## src/rtl/blt_pkg.sv

```systemverilog
package blt_pkg;
  // Stored time-out field width and log2 of clocks per unit
  localparam int unsigned FIELD_W   = 5;
  localparam int unsigned GRAN_LOG2 = 3;
  localparam int unsigned REG_W     = FIELD_W + GRAN_LOG2;
endpackage

```

## src/rtl/blt_cfg_reg.sv

```systemverilog
module blt_cfg_reg #(
  parameter int unsigned FIELD_W   = blt_pkg::FIELD_W,
  parameter int unsigned GRAN_LOG2 = blt_pkg::GRAN_LOG2,
  localparam int unsigned REG_W    = FIELD_W + GRAN_LOG2
) (
  input  logic               clk,
  input  logic               rst_n,
  input  logic               we_i,
  input  logic [REG_W-1:0]   wdata_i,
  output logic [REG_W-1:0]   rdata_o,
  output logic [FIELD_W-1:0] field_o
);

  logic [FIELD_W-1:0] field_q, field_d;

  always_comb begin
    field_d = field_q;
    if (we_i) field_d = wdata_i[REG_W-1:GRAN_LOG2];
  end

  always_ff @(posedge clk or negedge rst_n) begin
    if (!rst_n) field_q <= '0;
    else        field_q <= field_d;
  end

  assign field_o = field_q;
  assign rdata_o = {field_q, {GRAN_LOG2{1'b0}}};

  // written upper bits appear on the read port after the edge
  assert_write_lands_R2: assert property (@(posedge clk) disable iff (!rst_n)
    we_i |=> rdata_o[REG_W-1:GRAN_LOG2] == $past(wdata_i[REG_W-1:GRAN_LOG2]));

  // without a write the stored field never moves
  assert_field_steady_R9: assert property (@(posedge clk) disable iff (!rst_n)
    !we_i |=> $stable(field_o));

endmodule

```

## src/rtl/blt_down_counter.sv

```systemverilog
module blt_down_counter #(
  parameter int unsigned FIELD_W   = blt_pkg::FIELD_W,
  parameter int unsigned GRAN_LOG2 = blt_pkg::GRAN_LOG2,
  localparam int unsigned CNT_W    = FIELD_W + GRAN_LOG2
) (
  input  logic               clk,
  input  logic               rst_n,
  input  logic [FIELD_W-1:0] field_i,
  input  logic               start_i,
  input  logic               owned_i,
  output logic               expired_o
);

  localparam logic [CNT_W-1:0] ONE = CNT_W'(1);

  logic [CNT_W-1:0] cnt_q, cnt_d;
  logic             active_q, active_d;
  logic             cnt_zero;

  assign cnt_zero = (cnt_q == '0);

  // Next-state: a start reloads and wins over the decrement
  always_comb begin
    cnt_d    = cnt_q;
    active_d = active_q;
    if (start_i) begin
      cnt_d    = {field_i, {GRAN_LOG2{1'b0}}};
      active_d = 1'b1;
    end else if (!owned_i) begin
      active_d = 1'b0;
    end else if (active_q && !cnt_zero) begin
      cnt_d = cnt_q - ONE;
    end
  end

  always_ff @(posedge clk or negedge rst_n) begin
    if (!rst_n) begin
      cnt_q    <= '0;
      active_q <= 1'b0;
    end else begin
      cnt_q    <= cnt_d;
      active_q <= active_d;
    end
  end

  assign expired_o = active_q && cnt_zero;

  // one step down per owned clock while counting
  assert_step_down_R3: assert property (@(posedge clk) disable iff (!rst_n)
    (active_q && owned_i && !start_i && !cnt_zero) |=> (cnt_q == $past(cnt_q) - ONE));

  // expiry is sticky while ownership continues
  assert_hold_zero_R8: assert property (@(posedge clk) disable iff (!rst_n)
    (expired_o && owned_i && !start_i) |=> expired_o);

  // a zero field expires immediately after the start
  assert_zero_field_R5: assert property (@(posedge clk) disable iff (!rst_n)
    (start_i && field_i == '0) |=> expired_o);

  // losing ownership clears expiry
  assert_drop_owner_R6: assert property (@(posedge clk) disable iff (!rst_n)
    (!owned_i && !start_i) |=> !expired_o);

  // a start with a nonzero field yields a fresh, unexpired count
  assert_restart_R10: assert property (@(posedge clk) disable iff (!rst_n)
    (start_i && field_i != '0) |=> !expired_o);

endmodule

```

## src/rtl/bus_latency_timer.sv

```systemverilog
module bus_latency_timer #(
  parameter int unsigned FIELD_W   = blt_pkg::FIELD_W,
  parameter int unsigned GRAN_LOG2 = blt_pkg::GRAN_LOG2,
  localparam int unsigned REG_W    = FIELD_W + GRAN_LOG2
) (
  input  logic             clk,
  input  logic             rst_n,
  input  logic             cfg_we,
  input  logic [REG_W-1:0] cfg_wdata,
  output logic [REG_W-1:0] cfg_rdata,
  input  logic             txn_start,
  input  logic             bus_owned,
  input  logic             bus_grant,
  output logic             timer_expired,
  output logic             end_burst
);

  logic [FIELD_W-1:0] field;

  blt_cfg_reg #(.FIELD_W(FIELD_W), .GRAN_LOG2(GRAN_LOG2)) u_cfg (
    .clk     (clk),
    .rst_n   (rst_n),
    .we_i    (cfg_we),
    .wdata_i (cfg_wdata),
    .rdata_o (cfg_rdata),
    .field_o (field)
  );

  blt_down_counter #(.FIELD_W(FIELD_W), .GRAN_LOG2(GRAN_LOG2)) u_cnt (
    .clk       (clk),
    .rst_n     (rst_n),
    .field_i   (field),
    .start_i   (txn_start),
    .owned_i   (bus_owned),
    .expired_o (timer_expired)
  );

  assign end_burst = timer_expired && !bus_grant;

  // a live grant always suppresses termination
  assert_grant_blocks_R7: assert property (@(posedge clk) disable iff (!rst_n)
    bus_grant |-> !end_burst);

  // termination only follows an elapsed timer
  assert_term_needs_expiry_R7: assert property (@(posedge clk) disable iff (!rst_n)
    end_burst |-> timer_expired);

endmodule

```

## config.mk

```make
export PLATFORM = sky130hd
export DESIGN_NAME = bus_latency_timer
export DESIGN_NICKNAME = d
export VERILOG_FILES = /design/src/rtl/blt_pkg.sv /design/src/rtl/blt_cfg_reg.sv /design/src/rtl/blt_down_counter.sv /design/src/rtl/bus_latency_timer.sv
export SDC_FILE = /design/constraint.sdc
export NUM_CORES = 1
export LEC_CHECK = 0
export CAP_MARGIN = 20
export CORE_MARGIN = 3
export CORE_UTILIZATION = 25
export DETAILED_ROUTE_END_ITERATION = 10
export GPL_TIMING_DRIVEN = 0
export PLACE_DENSITY = 0.49
export SETUP_SLACK_MARGIN = 0.3
export SLEW_MARGIN = 5
export SYNTH_ARGS = -nofsm -noshare
export SYNTH_HDL_FRONTEND = slang
export SYNTH_SLANG_ARGS = --single-unit
```

## constraint.sdc

```tcl
create_clock -name clk -period 2.21 [get_ports clk]
set_input_delay 0.442 -clock clk [delete_from_list [all_inputs] [get_ports clk]]
set_output_delay 0.442 -clock clk [all_outputs]
set_load 0.005 [all_outputs]
```

==> results of run 1 <==
==> synthesized netlist by cell type, drive strengths merged, types with 2 or more instances <==
library cell,count
a211oi,2
nor4,2
a21oi,2
o21ai,4
nor3b,2
mux2,5
buf,3
a22oi,2
nand2,5
nor2b,3
ha,2
xnor2,5
dfrtp,14
nor2,5
inv,2
==> state kept, by name, summed over array words and instances, names as in the netlist <==
register / flops
u_cfg.field_o: 5
u_cnt.cnt_q: 8
u_cnt.active_q: 1
==> cell type report <==
class	count	area [µm²]
multi-input combinational	51	413
tap	31	38.8
buffer	4	26.3
inverter	2	7.51
fill	293	1690
timing repair buffer	27	241
sequential	14	350
clock buffer	4	36.3
==> repair_timing <==
action,in CTS,in global routing
buffers inserted,7,3
endpoints found under the setup margin,2,2
hold endpoints to repair,0,0
pin swaps,3,1
resized for setup,13,4
gates cloned,0,0
==> per-stage QoR <==
| stage | power, mW | TNS [ns] | instances | hold WS [ns] |
|---|---|---|---|---|
| after floorplan | 0.433 | 0 | 71 | 0.146 |
| after global routing | 0.798 | 0 | 133 | 0.542 |
| final | 0.748 | 0 | 133 | 0.507 |
| after CTS | 0.745 | 0 | 130 | 0.512 |
| after detailed placement | 0.507 | -0.636 | 119 | 0.493 |
| after global placement | 0.503 | -0.637 | 119 | 0.490 |
==> power breakdown <==
part | switching [mW] | internal, mW | total [mW] | leakage [nW]
Combinational | 0.0885 | 0.143 | 0.231 | 0.269
Sequential | 0.0426 | 0.289 | 0.331 | 0.170
Clock | 0.0860 | 0.100 | 0.186 | 0.0210
==> kinds of logic after synthesis <==
logic type | after synthesis | share of synthesized area
flops | 14 | 0.471
simple gates | 25 | 0.217
xor+xnor | 5 | 0.0588
fa+ha+maj | 2 | 0.0336
other cells | 1 | 0.00504
compound gates | 11 | 0.0941
buf+inv | 6 | 0.0454
mux | 5 | 0.0756
==> worst register-to-register path, cell delays in order (launching register included) <==
cell and delay, ns:
dfrtp_1 0.47, or3_4 0.41, or4_4 0.49, a221o_1 0.30
==> metal layers <==
layer	wire length (µm)	vias to the layer above	part of all wire	global-route usage
met1	760	306	0.45	0.125
li1	-	304	-	-
met2	864	14	0.51	0.173
met4	0	0	0	0.0402
met5	0	-	0	0
met3	77	0	0.045	0.0298
==> path summary, 6_finish.rpt <==
kind                            slack [ns]  depth (start not counted)                           end                          from
worst max-delay path                  0.25                          6                     end_burst    u_cnt.cnt_q[1]$_DFFE_PN0P_
worst min-delay path                  0.51                          2    u_cnt.cnt_q[5]$_DFFE_PN0P_  u_cfg.field_o[2]$_DFFE_PN0P_
worst max register to register        0.42                          3    u_cnt.cnt_q[7]$_DFFE_PN0P_    u_cnt.cnt_q[2]$_DFFE_PN0P_
worst min register to register        0.51                          2    u_cnt.cnt_q[5]$_DFFE_PN0P_  u_cfg.field_o[2]$_DFFE_PN0P_
max in group asynchronous             1.22                          1  u_cfg.field_o[3]$_DFFE_PN0P_                         rst_n
min in group asynchronous             0.55                          1    u_cnt.cnt_q[2]$_DFFE_PN0P_                         rst_n
==> results.py, run 1 <==
metrics = {
    "run_status": {
        "status": "complete, no violations",
    },
    "sta": {
        "hold_viol": 0,
        "layout_setup_ws_ns": 0.250,
        "setup_viol": 0,
        "fin_crit_sh": 0.887,
        "fmax_mhz": 510,
        "finalMaxSlewViolations": 0,
        "worst-slew-pin-transition_ns": 0.661,
        "rsz0062_at_grt": "true",
        "finClkSkew_ns": 0.0105,
        "fin_crit_ns": 1.96,
        "slew_headroom": 0.558,
    },
    "global_route": {
        "track_usage": 0.103,
        "grt_start_max_net_pins": 15,
        "first_global_vias": 641,
        "overflow": 0,
        "antenna_found_initial": 0,
        "grt_pass1_wl_mm": 2.80,
    },
    "final_layout": {
        "fin_util": 0.397,
        "fin_nets": 119,
        "num_antenna_cells": 0,
        "syn_to_final_growth_pct": 49.6,
        "final_common_cell": "clkdlybuf4s50_1",
        "drive_gt1_frac": 0.333,
        "layout_common_cells": "clkdlybuf4s50_1, dfrtp_1, buf_4",
        "final_area_um2": 1110,
    },
    "floorplan": {
        "dieArea_um2": 3670,
        "core_um2": 2810,
        "die_x_um": 60.6,
        "rows": 19,
        "io_pins": 24,
        "die_h_um": 60.6,
        "start_util": 0.265,
    },
    "pwr": {
        "p_leak_nw": 0.459,
        "p_per_area_nw_per_um2": 672,
        "ir_worst_vdd_mv": 0.317,
    },
    "synth": {
        "syn_avg_cell_area_um2": 10.8,
        "yosysTopAreaCellShare": 0.471,
        "async_flop_share": 1.00,
        "yosysWarnings": 0,
        "ys_types": 26,
        "syn-cell-area_um2": 744,
        "ys_ff_latch": 14,
        "seq_area_frac_synth": 0.471,
        "synth-edff-count": 0,
        "synth_flop_cell": "dfrtp_1",
        "syn_inst": 69,
        "post-synth-top-area-cell": "dfrtp_1",
        "synth.area.top_cells": "dfrtp_1, mux2_2, xnor2_1, ha_1, nor4_2",
    },
    "drt": {
        "drtIter0Drc": 8,
        "wl_per_cell_um": 12.8,
        "routed_via_density": 4.69,
        "drt_wl_total_mm": 1.70,
        "ant_nets": 0,
        "drc": 0,
        "first_pass_iters": 4,
        "dr_total_vias": 624,
    },
    "critical_path": {
        "cp_top_family": "simple AND/OR/NAND/NOR gates",
        "critPathBufInv": 2,
        "startpoint_type": "flop",
        "slowest_stage": "dfrtp_1",
        "worstPathArrival_ns": 1.52,
        "path_cells": "inv_2 > ha_4 > nor3b_4 > and3_4 > nor2b_4 > buf_2",
        "cp_data_required_time_ns": 1.77,
        "critPathKind": "flop to primary output",
        "critical_path.max_fanout": 2,
        "endpoint_kind": "primary output",
        "max_stage_delay_ns": 0.40,
    },
    "clock_network": {
        "cts-htree-levels": 1,
        "clock_latency_ns": 0.28,
        "root_buffer": "clkbuf_4",
        "cts_buffers": 3,
        "cts_hold_buf": 0,
        "clockBufferDepth": 2,
        "cts_tree": "built",
        "cts.sink_count": 14,
        "cts.clk_slew.worst_paths_ns": 0.09,
    },
    "placed_design": {
        "dpl_cell_area_um2": 961,
        "portBuffers": 17,
        "dp_hpwl_mm": 1.19,
        "pre_cts_ws_ns": -0.385,
        "gp_congestion": 0.737,
    },
    "hold_path": {
        "hold_path_class": "flop to flop",
    },
    "flow_run": {
        "maxCapViolCount": 0,
    },
}
Note: power is estimated with default switching activity, not from simulation.
==> run 2, diff against run 1 <==
--- a/config.mk
+++ b/config.mk
@@ -6,10 +6,9 @@
 export NUM_CORES = 1
 export LEC_CHECK = 0
 export CAP_MARGIN = 20
-export CORE_MARGIN = 3
+export CORE_MARGIN = 10
 export CORE_UTILIZATION = 25
 export DETAILED_ROUTE_END_ITERATION = 10
-export GPL_TIMING_DRIVEN = 0
 export PLACE_DENSITY = 0.49
 export SETUP_SLACK_MARGIN = 0.3
 export SLEW_MARGIN = 5
==> results.py, run 2 (synthesis results as in run 1) <==
metrics = {
    "placed_design": {
        "dpl_cell_area_um2": 972,
        "dp_hpwl_mm": 1.36,
        "gp_congestion": 0.793,
        "dp_cells": 120,
        "portBuffers": 17,
    },
    "pwr": {
        "p_per_area_nw_per_um2": 698,
        "ir_worst_vdd_mv": 0.301,
        "p_comb_frac": 0.291,
        "sw_frac_of_total": 0.290,
        "p_leak_nw": 0.427,
        "p_seq_frac": 0.447,
        "intPower_mw": 0.518,
        "clkPwrFrac": 0.262,
        "power.switching_mw": 0.212,
    },
    "critical_path": {
        "rr_startpoint": "u_cnt.cnt_q[2]$_DFFE_PN0P_",
        "max_stage_delay_ns": 0.41,
        "endpoint_kind": "primary output",
        "rr_endpoint": "u_cnt.cnt_q[7]$_DFFE_PN0P_",
        "cp_top_family": "simple AND/OR/NAND/NOR gates",
        "worstPathArrival_ns": 1.53,
        "r2r_slack_ns": 0.46,
        "cp_data_required_time_ns": 1.77,
        "critPathKind": "flop to primary output",
        "r2r_cells": 3,
        "slowest_stage": "dfrtp_1",
        "startpoint_type": "flop",
        "critical_path.max_fanout": 3,
        "path_cells": "inv_2 > ha_4 > nor3b_4 > and3_4 > nor2b_1 > buf_2",
        "critPathBufInv": 2,
    },
    "sta": {
        "fmax_mhz": 507,
        "finClkSkew_ns": 0.00246,
        "fin_crit_sh": 0.892,
        "fin_crit_ns": 1.97,
        "slew_headroom": 0.559,
        "hold_viol": 0,
        "finalMaxSlewViolations": 0,
        "finalSetupTns_ns": 0,
        "worst_hold_slack_ns": 0.518,
        "worst-slew-pin-transition_ns": 0.659,
        "setup_viol": 0,
        "rsz0062_at_grt": "true",
    },
    "flow_run": {
        "maxCapViolCount": 0,
    },
    "clock_network": {
        "cts.sink_count": 14,
        "clock_latency_ns": 0.29,
        "cts.clk_slew.worst_paths_ns": 0.09,
        "clockBufferDepth": 2,
        "cts_hold_buf": 0,
        "cts_tree": "built",
        "cts-htree-levels": 1,
        "root_buffer": "clkbuf_4",
        "cts_buffers": 3,
    },
    "floorplan": {
        "io_pins": 24,
        "die_h_um": 74.6,
        "core_um2": 2810,
        "rows": 19,
        "dieArea_um2": 5560,
        "die_x_um": 74.6,
        "start_util": 0.265,
    },
    "final_layout": {
        "fillerInstances": 297,
        "layout_common_cells": "clkdlybuf4s50_1, dfrtp_1, buf_4",
        "fin_nets": 112,
        "fin_util": 0.373,
        "drive_gt1_frac": 0.274,
        "largest_register_ffs": 8,
        "syn_to_final_growth_pct": 40.5,
        "final_area_um2": 1050,
        "largest-register": "u_cnt.cnt_q",
        "layoutNonFillerInstCount": 126,
        "final_common_cell": "clkdlybuf4s50_1",
        "num_antenna_cells": 0,
    },
    "global_route": {
        "track_usage": 0.0698,
        "overflow": 0,
        "grt_start_max_net_pins": 15,
        "first_global_vias": 623,
        "grt_pass1_wl_mm": 2.97,
        "antenna_found_initial": 0,
    },
    "drt": {
        "drt_wl_total_mm": 1.72,
        "routed_via_density": 4.74,
        "drc": 0,
        "wl_per_cell_um": 13.7,
        "drtIter0Drc": 16,
        "first_pass_iters": 4,
        "ant_nets": 0,
        "dr_total_vias": 597,
    },
    "run_status": {
        "status": "complete, no violations",
    },
    "hold_path": {
        "hold_depth": 2,
        "hold_start": "u_cfg.field_o[2]$_DFFE_PN0P_",
        "hold_path_end": "u_cnt.cnt_q[5]$_DFFE_PN0P_",
        "hold_path_class": "flop to flop",
    },
}
==> run 2: power groups by stage <==
stage                     combinational, mW  sequential, mW  clock [mW]
after floorplan                       0.110           0.323           0
after global placement                0.192           0.328           0
after detailed placement              0.193           0.329           0
after CTS                             0.203           0.325       0.202
after global routing                  0.238           0.334       0.214
final                                 0.213           0.327       0.191
==> run 2: worst max path at each step <==
stage,to,slack (ns),startpoint,cells after the start
global placement,end_burst,0.06,u_cnt.cnt_q[0]$_DFFE_PN0P_,6
CTS,end_burst,0.19,u_cnt.cnt_q[1]$_DFFE_PN0P_,6
global route,end_burst,0.15,u_cnt.cnt_q[1]$_DFFE_PN0P_,6
finish,end_burst,0.24,u_cnt.cnt_q[1]$_DFFE_PN0P_,6
detailed placement,end_burst,0.05,u_cnt.cnt_q[1]$_DFFE_PN0P_,6
floorplan,end_burst,0.32,u_cnt.cnt_q[0]$_DFFE_PN0P_,5
==> run 2: worst reg2reg max path, stage by stage (launching register included) <==
cell	delay, ns
dfrtp_1	0.45
or3_4	0.40
or4_4	0.49
a221o_1	0.30
==> run 2: through the flow <==
step	total power, mW	setup slack (ns)
2_1_floorplan	0.433	0.320
3_3_place_gp	0.520	0.0645
3_5_place_dp	0.522	0.0488
4_1_cts	0.730	0.193
5_1_grt	0.786	0.150
6_report	0.730	0.239
==> run 2: timing repair <==
action / 4_1_cts / 5_1_grt
endpoints found under the setup margin: 2 / 2
pin swaps: 1 / 1
gates resized for setup: 7 / 5
setup buffers: 2 / 0
==> run 2: layout make-up <==
type / instances / area (µm²) / area share
inverter: 2 / 7.51 / 0.00718
sequential: 14 / 350 / 0.335
multi-input combinational: 51 / 397 / 0.379
timing repair buffer: 24 / 216 / 0.207
clock buffer: 4 / 36.3 / 0.0347
tap: 31 / 38.8 / 0.0371
==> run 2: per-layer routing <==
layer  vias up  GRT usage  routed length, µm
met1       289     0.0742                765
met4         0     0.0378                 34
met5         -          0                  0
li1        291          -                  -
met3         5     0.0279                117
met2        12      0.116                805
==> run 3, diff against run 2 <==
--- a/config.mk
+++ b/config.mk
@@ -10,6 +10,7 @@
 export CORE_UTILIZATION = 25
 export DETAILED_ROUTE_END_ITERATION = 10
 export PLACE_DENSITY = 0.49
+export RECOVER_POWER = 50
 export SETUP_SLACK_MARGIN = 0.3
 export SLEW_MARGIN = 5
 export SYNTH_ARGS = -nofsm -noshare
==> constraint.sdc (replaced) <==
create_clock -name clk -period 2.1 [get_ports clk]
set_input_delay 0.42 -clock clk [delete_from_list [all_inputs] [get_ports clk]]
set_output_delay 0.42 -clock clk [all_outputs]
set_load 0.005 [all_outputs]
==> results.py, run 3 (synthesis results as in run 1) <==
metrics = {
    "clock_network": {
        "cts_buffers": 3,
        "clockBufferDepth": 2,
        "root_buffer": "clkbuf_4",
        "cts.sink_count": 14,
        "cts-htree-levels": 1,
        "cts_hold_buf": 0,
        "cts_tree": "built",
        "clock_latency_ns": 0.28,
        "cts.clk_slew.worst_paths_ns": 0.09,
    },
    "run_status": {
        "status": "complete, no violations",
    },
    "floorplan": {
        "start_util": 0.265,
        "rows": 19,
        "dieArea_um2": 5560,
        "die_x_um": 74.6,
        "die_h_um": 74.6,
        "core_um2": 2810,
        "io_pins": 24,
    },
    "pwr": {
        "p_comb_frac": 0.312,
        "p_leak_nw": 0.446,
        "p_per_area_nw_per_um2": 720,
        "sw_frac_of_total": 0.286,
        "intPower_mw": 0.555,
        "ir_worst_vdd_mv": 0.301,
        "clkPwrFrac": 0.253,
        "power_mw": 0.777,
        "power.switching_mw": 0.222,
        "p_seq_frac": 0.435,
    },
    "critical_path": {
        "rr_endpoint": "u_cnt.cnt_q[7]$_DFFE_PN0P_",
        "path_cells": "inv_2 > ha_4 > nor3b_4 > and3_4 > nor2b_1 > buf_2",
        "rr_startpoint": "u_cnt.cnt_q[3]$_DFFE_PN0P_",
        "startpoint_type": "flop",
        "critPathKind": "flop to primary output",
        "max_stage_delay_ns": 0.40,
        "critPathLaunch": "u_cnt.cnt_q[1]$_DFFE_PN0P_",
        "slowest_stage": "dfrtp_1",
        "critical_path.max_fanout": 2,
        "worstPathArrival_ns": 1.52,
        "r2r_cells": 4,
        "cp_data_required_time_ns": 1.68,
        "r2r_slack_ns": 0.33,
        "endpoint": "end_burst",
        "endpoint_kind": "primary output",
    },
    "sta": {
        "worst_hold_slack_ns": 0.510,
        "worst-slew-pin-transition_ns": 0.650,
        "fmax_mhz": 516,
        "rsz0062_at_grt": "true",
        "fin_crit_sh": 0.923,
        "layout_setup_ws_ns": 0.162,
        "slew_headroom": 0.565,
        "setup_viol": 0,
        "fin_crit_ns": 1.94,
        "finClkSkew_ns": 0.00314,
        "hold_viol": 0,
        "finalMaxSlewViolations": 0,
        "finalSetupTns_ns": 0,
    },
    "global_route": {
        "overflow": 0,
        "grt_start_max_net_pins": 15,
        "track_usage": 0.0665,
        "first_global_vias": 643,
        "antenna_found_initial": 0,
        "grt_pass1_wl_mm": 2.86,
    },
    "final_layout": {
        "layoutNonFillerInstCount": 130,
        "fillerInstances": 289,
        "layout_common_cells": "dfrtp_1, clkdlybuf4s50_1, buf_4",
        "fin_util": 0.384,
        "final_common_cell": "dfrtp_1",
        "fin_nets": 116,
        "largest_register_ffs": 8,
        "largest-register": "u_cnt.cnt_q",
        "num_antenna_cells": 0,
        "syn_to_final_growth_pct": 44.9,
        "drive_gt1_frac": 0.313,
        "final_area_um2": 1080,
    },
    "drt": {
        "wl_per_cell_um": 13.4,
        "drtIter0Drc": 5,
        "drt_wl_total_mm": 1.74,
        "ant_nets": 0,
        "routed_via_density": 4.67,
        "first_pass_iters": 4,
        "dr_total_vias": 607,
        "drc": 0,
    },
    "hold_path": {
        "hold_path_class": "flop to flop",
    },
    "placed_design": {
        "dp_cells": 123,
        "dp_hpwl_mm": 1.34,
        "pre_cts_ws_ns": 0.0320,
        "gp_congestion": 0.726,
        "dpl_cell_area_um2": 1000,
        "portBuffers": 17,
    },
    "flow_run": {
        "maxCapViolCount": 0,
    },
}
## run 3: worst min-delay path by stage
stage | from | to | slack [ns] | cells after the start
floorplan | rst_n | u_cfg.field_o[0]$_DFFE_PN0P_ | 0.12 | 0
global placement | u_cfg.field_o[3]$_DFFE_PN0P_ | u_cnt.cnt_q[6]$_DFFE_PN0P_ | 0.50 | 2
detailed placement | u_cfg.field_o[3]$_DFFE_PN0P_ | u_cnt.cnt_q[6]$_DFFE_PN0P_ | 0.50 | 2
CTS | u_cfg.field_o[0]$_DFFE_PN0P_ | u_cnt.cnt_q[3]$_DFFE_PN0P_ | 0.52 | 2
global route | u_cfg.field_o[0]$_DFFE_PN0P_ | u_cnt.cnt_q[3]$_DFFE_PN0P_ | 0.56 | 2
finish | u_cfg.field_o[0]$_DFFE_PN0P_ | u_cnt.cnt_q[3]$_DFFE_PN0P_ | 0.51 | 2
## run 3: critical path: cells and delay by family (launching register included)
family,cells,cell delay (ns)
fa+ha+maj,1,0.13
buf+inv,2,0.21
flops,1,0.40
simple gates,3,0.50
## run 3: layout make-up
cell class / instances / area [µm²] / share of cell area
multi-input combinational: 51 / 397 / 0.368
sequential: 14 / 350 / 0.325
timing repair buffer: 28 / 249 / 0.231
tap: 31 / 38.8 / 0.0360
clock buffer: 4 / 36.3 / 0.0336
inverter: 2 / 7.51 / 0.00696
## run 3: metal layers
| layer | vias up | global-route usage | wire length (µm) |
|---|---|---|---|
| met4 | 0 | 0.0315 | 6 |
| met5 | - | 0 | 0 |
| met2 | 19 | 0.0951 | 726 |
| met3 | 2 | 0.0386 | 183 |
| li1 | 301 | - | - |
| met1 | 285 | 0.0779 | 821 |
## run 3: what timing repair did
item | CTS | global route
resized for setup | 14 | 1
hold endpoints to repair | 0 | 0
buffers inserted | 3 | 0
pin swaps | 3 | 0
endpoints found under the setup margin | 3 | 3
## run 3: power groups by stage
stage                     logic (mW)  registers [mW]  clock network [mW]
after floorplan                0.117           0.340                   0
after global placement         0.223           0.341                   0
after detailed placement       0.222           0.341                   0
after CTS                      0.243           0.338               0.209
after global routing           0.268           0.344               0.224
final                          0.242           0.338               0.197
